### config.mk
export PLATFORM = sky130hd
export DESIGN_NAME = psr_core
export DESIGN_NICKNAME = d
export VERILOG_FILES = /design/src/rtl/psr_pkg.sv /design/src/rtl/psr_upd.sv /design/src/rtl/psr_rchk.sv /design/src/rtl/psr_marker.sv /design/src/rtl/psr_core.sv
export SDC_FILE = /design/constraint.sdc
export NUM_CORES = 1
export LEC_CHECK = 0
export BUFFER_PORTS_ARGS = -buffer_cell sky130_fd_sc_hd__buf_2
export CAP_MARGIN = 0
export CORE_MARGIN = 3
export CORE_UTILIZATION = 39
export CTS_CLUSTER_SIZE = 14
export DETAILED_ROUTE_END_ITERATION = 8
export GPL_TIMING_DRIVEN = 0
export PLACE_DENSITY = 0.75
export SLEW_MARGIN = 40
export SYNTH_ARGS = -nofsm -noshare
export SYNTH_HDL_FRONTEND = slang
export SYNTH_SLANG_ARGS = --single-unit
### constraint.sdc
create_clock -name clk -period 1.5 [get_ports clk]
set_clock_uncertainty 0.2 [all_clocks]
set_input_delay 0.225 -clock clk [delete_from_list [all_inputs] [get_ports clk]]
set_output_delay 0.225 -clock clk [all_outputs]
set_load 0.05 [all_outputs]
### src/rtl/psr_pkg.sv
package psr_pkg;
  parameter int FLAG_W = 5;
  parameter int SEG_W  = 8;
  localparam int WORD_W = 3 + FLAG_W + SEG_W;

  typedef struct packed {
    logic              priv;
    logic              xie;
    logic              ute;
    logic [FLAG_W-1:0] flg;
    logic [SEG_W-1:0]  seg;
  } psw_t;

  localparam psw_t PSW_RESET = '{priv: 1'b1, xie: 1'b0, ute: 1'b0,
                                 flg: '0, seg: '0};
endpackage

### src/rtl/psr_upd.sv
module psr_upd
  import psr_pkg::*;
(
  input  psw_t              cur,
  input  logic              wr_en,
  input  psw_t              wr_w,
  input  logic              ic_stb,
  input  logic [FLAG_W-1:0] fl_val,
  input  logic [FLAG_W-1:0] fl_mask,
  input  logic              seg_ld,
  input  logic [SEG_W-1:0]  seg_num,
  output psw_t              nxt
);
  logic [FLAG_W-1:0] flg_n;

  for (genvar i = 0; i < FLAG_W; i++) begin : g_flag
    always_comb begin
      if (wr_en)                    flg_n[i] = wr_w.flg[i];
      else if (ic_stb && fl_mask[i]) flg_n[i] = fl_val[i];
      else                          flg_n[i] = cur.flg[i];
    end
  end

  always_comb begin
    nxt      = cur;
    nxt.flg  = flg_n;
    if (wr_en) begin
      nxt.ute = wr_w.ute;
      if (cur.priv) begin
        nxt.priv = wr_w.priv;
        nxt.xie  = wr_w.xie;
      end
    end
    if (seg_ld) nxt.seg = seg_num;
  end
endmodule

### src/rtl/psr_rchk.sv
module psr_rchk
  import psr_pkg::*;
(
  input  psw_t cur,
  input  psw_t saved,
  output logic viol,
  output psw_t load
);
  always_comb begin
    viol     = !cur.priv && ((saved.xie != cur.xie) || saved.priv);
    load     = saved;
    load.ute = cur.ute;
  end
endmodule

### src/rtl/psr_marker.sv
module psr_marker
  import psr_pkg::*;
(
  input  logic              clk,
  input  logic              rst_n,
  input  logic              cap,
  input  logic [WORD_W-1:0] word,
  input  logic              ready,
  output logic              valid,
  output logic [WORD_W-1:0] data
);
  logic slot_free;
  assign slot_free = !valid || ready;

  always_ff @(posedge clk) begin
    if (!rst_n) begin
      valid <= 1'b0;
      data  <= '0;
    end else if (slot_free) begin
      valid <= cap;
      if (cap) data <= word;
    end
  end
endmodule

### src/rtl/psr_core.sv
module psr_core
  import psr_pkg::*;
(
  input  logic                  clk,
  input  logic                  rst_n,
  input  logic                  ic_stb,
  input  logic [FLAG_W-1:0]     fl_val,
  input  logic [FLAG_W-1:0]     fl_mask,
  input  logic                  wr_en,
  input  logic [WORD_W-1:0]     wr_word,
  input  logic                  seg_ld,
  input  logic [SEG_W-1:0]      seg_num,
  input  logic                  save_req,
  output logic                  mk_valid,
  input  logic                  mk_ready,
  output logic [WORD_W-1:0]     mk_word,
  input  logic                  rs_valid,
  output logic                  rs_ready,
  input  logic [WORD_W-1:0]     rs_word,
  output logic [WORD_W-1:0]     status,
  output logic                  trap_req
);
  psw_t psw_q, psw_upd, psw_load;
  logic rs_hs, rs_bad;

  assign rs_ready = !mk_valid;
  assign rs_hs    = rs_valid && rs_ready;
  assign status   = psw_q;

  psr_upd u_upd (
    .cur(psw_q), .wr_en(wr_en), .wr_w(psw_t'(wr_word)),
    .ic_stb(ic_stb), .fl_val(fl_val), .fl_mask(fl_mask),
    .seg_ld(seg_ld), .seg_num(seg_num), .nxt(psw_upd)
  );

  psr_rchk u_rchk (
    .cur(psw_q), .saved(psw_t'(rs_word)), .viol(rs_bad), .load(psw_load)
  );

  psr_marker u_mk (
    .clk(clk), .rst_n(rst_n), .cap(save_req), .word(psw_q),
    .ready(mk_ready), .valid(mk_valid), .data(mk_word)
  );

  always_ff @(posedge clk) begin
    if (!rst_n) begin
      psw_q    <= PSW_RESET;
      trap_req <= 1'b0;
    end else if (rs_hs) begin
      trap_req <= rs_bad;
      if (!rs_bad) psw_q <= psw_load;
    end else begin
      trap_req <= 1'b0;
      psw_q    <= psw_upd;
    end
  end
endmodule

## Yosys cells after proc, flatten, opt, wreduce, memory -nomap -nowiden

Index checks and enable logic that the tools add are counted.

- Output and inout bits: 35
- Input bits: 58
- Logic and storage cells: 60
- Register bits after elaboration: 34

- Reduce and logical (&&, ||, !) cells: 30
- Bitwise logic cells: 1
- Multiplexer cells: 15
- Eq/ne operators: 2

Operators by type and width:

| cell | count |
|---|---|
| $mux 16 | 2 |
| $reduce_and 2->1 | 10 |
| $reduce_bool 3->1 | 5 |
| $mux 1 | 10 |
| $mux 8 | 1 |
| $logic_and 1x1->1 | 7 |
| $reduce_bool 2->1 | 3 |
| $mux 3 | 1 |
| $reduce_and 3->1 | 1 |
| $logic_not 1->1 | 2 |
| $logic_or 1x1->1 | 2 |
| $mux 2 | 1 |
| $ne 2x2->1 const B | 1 |
| $ne 1x1->1 | 1 |
| $not 1->1 | 1 |

## Longest topological paths before layout

- Word-level depth: 5
- Gate-level depth with buffers: 6
- Gate-level depth less buffers: 4

## Cells and area by module

From an unflattened synthesis, not the netlist that was laid out.

- Cells, all modules: 202
- Area total of the unflattened synthesis: 1,890.6 um2

By module, submodules not included:

| module | seq. area each (um2) | area an instance (um2) | instances | cells each |
|---|---|---|---|---|
| psr_core | 340.3 | 745.7 | 1 | 74 |
| psr_marker | 340.3 | 701.9 | 1 | 74 |
| psr_upd | 0.0 | 305.3 | 1 | 35 |
| psr_rchk | 0.0 | 137.6 | 1 | 19 |

## Worst setup path after synthesis

OpenSTA, ideal clock, no wires.

- Kind: reg2reg
- Start: reg u_mk.valid
- End: reg u_mk.data[15]
- Data required time: 1,172 ps
- Stages on the path, launching flop included: 6
- Slack: -761 ps
- Buffers on the path: 1
- Setup time: 128 ps
- Arrival time: 1,934 ps
- Period minus slack after synthesis: 2,261 ps
- Cell sequence: dfxtp_1 inv_1 o21ai_2 buf_6 mux2i_1 nor2_1

- Cells in the longest elaborated chain, start to end: 3

Ends and longest elaborated chain:

| what | line | RTL |
|---|---|---|
| from (decl) | psr_marker.sv:9 | `output logic valid,` |
| from (signal assigned) | psr_marker.sv:20 | `valid <= cap;` |
| $logic_not 1->1 | n/a |  |
| via rs_ready | psr_core.sv:18 | `output logic rs_ready,` |
| $logic_or 1x1->1 | psr_marker.sv:13 | `assign slot_free = !valid \|\| ready;` |
| $reduce_and 2->1 (no source line) | n/a |  |
| to (signal assigned) | psr_marker.sv:21 | `if (cap) data <= word;` |
| to (decl) | psr_marker.sv:10 | `output logic [WORD_W-1:0] data` |

The timed path passes the listed nets, and every way through them passes these cells.
A chain may end at the register's enable or synchronous reset.

## Worst setup path after layout

- Start: reg u_mk.valid
- End: reg psw_q (netlist bit status[2])

- Cells in the longest elaborated chain, start to end: 4
- Elaborated cells between the ends (all ways): 6
- Those cells by class: eq/ne (1); mux (1); reduce/logical (4)

Ends and longest elaborated chain:

| what | line | RTL |
|---|---|---|
| $logic_not 1->1 (*) | psr_core.sv:26 | `assign rs_ready = !mk_valid;` |
| $logic_and 1x1->1 (*) | psr_core.sv:27 | `assign rs_hs = rs_valid && rs_ready;` |
| $ne 2x2->1 (no source line) or $reduce_bool 2->1 (tied branches) | n/a |  |
| $reduce_and 2->1 (no source line) | n/a |  |
| to (signal assigned) | psr_core.sv:51 | `if (!rs_bad) psw_q <= psw_load;` |
| to (signal assigned) | psr_core.sv:54 | `psw_q <= psw_upd;` |
| to (decl) | psr_core.sv:23 | `psw_t psw_q, psw_upd, psw_load;` |

Every way passes the cells marked *; elsewhere a longest branch is shown, timed or not.

==> run_summary.xml <==
<?xml version="1.0" encoding="UTF-8"?>
<metrics>
  <group name="global_routing">
    <metric name="globalRouteOverflowTotal" unit="">0</metric>
    <metric name="grt_antenna_before_repair" unit="">0</metric>
    <metric name="first_global_vias" unit="">1564</metric>
    <metric name="pin_count_of_the_biggest_net_entering_global_routing" unit="">11</metric>
    <metric name="global_route.usage.total" unit="">0.1800</metric>
    <metric name="grt_pass1_wl" unit="um">7134</metric>
  </group>
  <group name="timing">
    <metric name="slew_headroom" unit="">0.7115</metric>
    <metric name="setup_slack" unit="ps">-27.95</metric>
    <metric name="clock.fmax" unit="GHz">0.6545</metric>
    <metric name="timing_hold_violations_final" unit="">0</metric>
    <metric name="period_needed" unit="ps">1528</metric>
    <metric name="finalSetupViolCount" unit="">10</metric>
    <metric name="max_slew.worst_pin.slew" unit="ps">432.7</metric>
    <metric name="setup_repair_after_global_routing_missed_its_margin" unit="">true</metric>
    <metric name="period_share" unit="">1.019</metric>
    <metric name="drv_slew" unit="">0</metric>
    <metric name="total_negative_setup_slack" unit="ps">-106.9</metric>
  </group>
  <group name="power">
    <metric name="power" unit="mW">2.445</metric>
    <metric name="clock_power_share" unit="">0.277</metric>
    <metric name="max-vdd-ir-drop" unit="mV">0.4207</metric>
    <metric name="power_density" unit="nW/um^2">1028</metric>
    <metric name="seq_power_share" unit="">0.419</metric>
    <metric name="p_switching" unit="uW">847.7</metric>
    <metric name="pwr-share-comb" unit="">0.304</metric>
    <metric name="switching_share" unit="">0.3467</metric>
    <metric name="power_report.internal_total" unit="mW">1.598</metric>
    <metric name="power.leakage" unit="nW">1.180</metric>
  </group>
  <group name="yosys">
    <metric name="xor_and_xnor_area_share_after_synthesis" unit="">0.01015</metric>
    <metric name="ys.flop_type" unit="">dfxtp_1</metric>
    <metric name="yosys_warnings" unit="">0</metric>
    <metric name="number_of_enable_flip_flop_cells_after_synthesis" unit="">0</metric>
    <metric name="seq_total_area_yosys" unit="">0.4247</metric>
    <metric name="synth_top_family_by_area" unit="">compound AO/OA/AOI/OAI gates</metric>
    <metric name="area_fraction_in_compound_gates_after_synthesis" unit="">0.2490</metric>
    <metric name="postSynthCellCount" unit="">170</metric>
    <metric name="async_reset_ff_frac" unit="">0</metric>
    <metric name="synthMuxAreaShare" unit="">0.1311</metric>
    <metric name="synthesis.area" unit="um^2">1603</metric>
    <metric name="synth_seq_cells" unit="">34</metric>
    <metric name="syn_nets" unit="">228</metric>
    <metric name="syn_avg_cell_area" unit="um^2">9.428</metric>
    <metric name="simple_logic_cell_fraction_of_the_synthesized_area" unit="">0.1296</metric>
    <metric name="synth.lib_cells_used.distinct" unit="">28</metric>
    <metric name="yosys.area_share.adder" unit="">0</metric>
  </group>
  <group name="clock_tree">
    <metric name="cts.sinks" unit="">34</metric>
    <metric name="worst_setup_hold_path_clk_slew" unit="ps">60</metric>
    <metric name="cts_bufs_inserted" unit="">5</metric>
    <metric name="cts_htree_levels" unit="">2</metric>
    <metric name="tritoncts" unit="">built</metric>
    <metric name="clock_path_buffers" unit="">2</metric>
    <metric name="clk-insertion-delay-late" unit="ps">280</metric>
    <metric name="ctsRootBufferMaster" unit="">clkbuf_8</metric>
  </group>
  <group name="outcome">
    <metric name="outcome" unit="">complete, but fails checks</metric>
    <metric name="violations" unit="">negative setup slack</metric>
  </group>
  <group name="flow_run">
    <metric name="timing.max_cap.violations" unit="">0</metric>
  </group>
  <group name="setup_path">
    <metric name="worst_ep_required_time" unit="ps">1490</metric>
    <metric name="timing.critical_path.to_type" unit="">flop</metric>
    <metric name="worst-setup-path-type" unit="">flop to flop</metric>
    <metric name="cp_data_arrival_time" unit="ps">1520</metric>
    <metric name="crit_path_start_kind" unit="">flop</metric>
    <metric name="timing.critical_path.fanout_max" unit="">8</metric>
  </group>
  <group name="detailed_routing">
    <metric name="drt-total-wl" unit="um">4545</metric>
    <metric name="viasPerCell" unit="">5.127</metric>
    <metric name="ant_nets" unit="">0</metric>
    <metric name="drt-wirelength-per-cell" unit="um">14.43</metric>
    <metric name="detailedRoute.firstPassIterationCount" unit="">4</metric>
    <metric name="drc" unit="">0</metric>
    <metric name="dr.first_iter.drc_count" unit="">27</metric>
    <metric name="dr_total_vias" unit="">1615</metric>
  </group>
  <group name="floorplan">
    <metric name="design.die.area" unit="um^2">4915</metric>
    <metric name="top_level_ports" unit="">93</metric>
    <metric name="fp-row-count" unit="">22</metric>
    <metric name="dieWidth" unit="um">70.11</metric>
    <metric name="placeable_core_region" unit="um^2">3799</metric>
    <metric name="floorplan.initialDensity" unit="">0.4219</metric>
    <metric name="chipHeight" unit="um">70.11</metric>
  </group>
  <group name="layout">
    <metric name="final_util" unit="">0.6262</metric>
    <metric name="antenna-diode-count" unit="">0</metric>
    <metric name="most_frequent_cells_in_the_layout" unit="">buf_2 (85), dfxtp_1 (31), nor2_1 (23), mux2i_1 (21), nand2_1 (20)</metric>
    <metric name="layout_cell_area_excl_fill" unit="um^2">2379</metric>
    <metric name="mostFrequentLayoutCell" unit="">buf_2</metric>
    <metric name="area.growth.synth_to_final" unit="%">48.40</metric>
    <metric name="post_route_cells_drive_above_1_share" unit="">0.5056</metric>
    <metric name="final_nets" unit="">324</metric>
  </group>
  <group name="worst_hold_path">
    <metric name="hp-class" unit="">input port to flop</metric>
  </group>
  <group name="placement">
    <metric name="port_buffers" unit="">82</metric>
    <metric name="finalWeightedCongestion" unit="">0.7958</metric>
    <metric name="detailed_place.area" unit="um^2">2133</metric>
    <metric name="dpl.hpwl" unit="um">3254</metric>
    <metric name="dpl_worst_slack" unit="ps">-291.4</metric>
  </group>
</metrics>
timing repair:
| action | in CTS | in global routing |
|---|---|---|
| hold endpoints to repair | 1 | 0 |
| gates resized for setup | 14 | 11 |
| pin swaps | 10 | 8 |
| hold buffers | 1 | 0 |
| setup endpoints to repair | 26 | 28 |
| setup buffers | 7 | 0 |
critical path: stages, from the launching register on:
cell and delay, ps:
dfxtp_4 370, nor2b_2 130, buf_6 150, o211ai_4 120, and2_4 220, a311oi_2 250
sequential cells by signal, indices dropped and copies added (netlist names):
signal      count
u_mk.data      16
trap_req        1
status         16
u_mk.valid      1
cells in the mapped netlist (all sizes together), types with 2 or more instances:
library cell	instances	area [um^2]
a311oi	9	140.1
mux2i	21	210.2
a21oi	17	85.08
a211oi	5	37.54
nand2	20	75.07
buf	11	65.06
nor2	23	86.33
clkbuf	2	8.750
o211ai	6	58.81
o41ai	5	43.79
inv	4	15.01
nand2b	2	12.51
o21ai	4	23.77
dfxtp	34	680.7
per-stage QoR:
step,hold slack (ps),instances
floorplan,101.1,170
global placement,260.7,300
global route,25.74,315
CTS,6.914,315
finish,10.26,315
detailed placement,271.5,300
layer usage:
metal	GRT usage	part of all wire
met1	0.2269	0.42
met2	0.3001	0.50
met3	0.04317	0.046
met4	0.05957	0.027
met5	0	0
power groups by stage:
stage	clock network (mW)	logic [mW]	registers [mW]
2_1_floorplan	0	0.268	1.27
3_3_place_gp	0	0.682	1.04
3_5_place_dp	0	0.689	1.04
4_1_cts	0.690	0.727	1.02
5_1_grt	0.736	0.792	1.03
6_report	0.678	0.743	1.02
path summary, 6_finish.rpt:
kind               startpoint          to  cells past startpoint  slack (ps)
setup / recovery   u_mk.valid   status[2]                      5         -30
hold / removal    wr_word[13]  status[13]                      3          10
setup reg to reg   u_mk.valid   status[2]                      5         -30
hold reg to reg    status[13]  status[13]                      2         280
cells by family after synthesis:
logic type | Yosys count
XOR/XNOR | 1
AND/OR/NAND/NOR | 50
flip-flops | 34
buffers and inverters | 17
multiplexers | 21
AO/OA/AOI/OAI | 47
layout make-up:
class	count	area (um^2)
Buffer	12	96.34
Clock buffer	7	86.33
Clock inverter	1	5.005
Fill cell	335	1420
Inverter	4	18.77
Multi-Input combinational cell	119	938.4
Sequential cell	34	689.4
Tap cell	48	60.06
Timing Repair Buffer	90	484.2
Power figures use the tool's default switching activity.
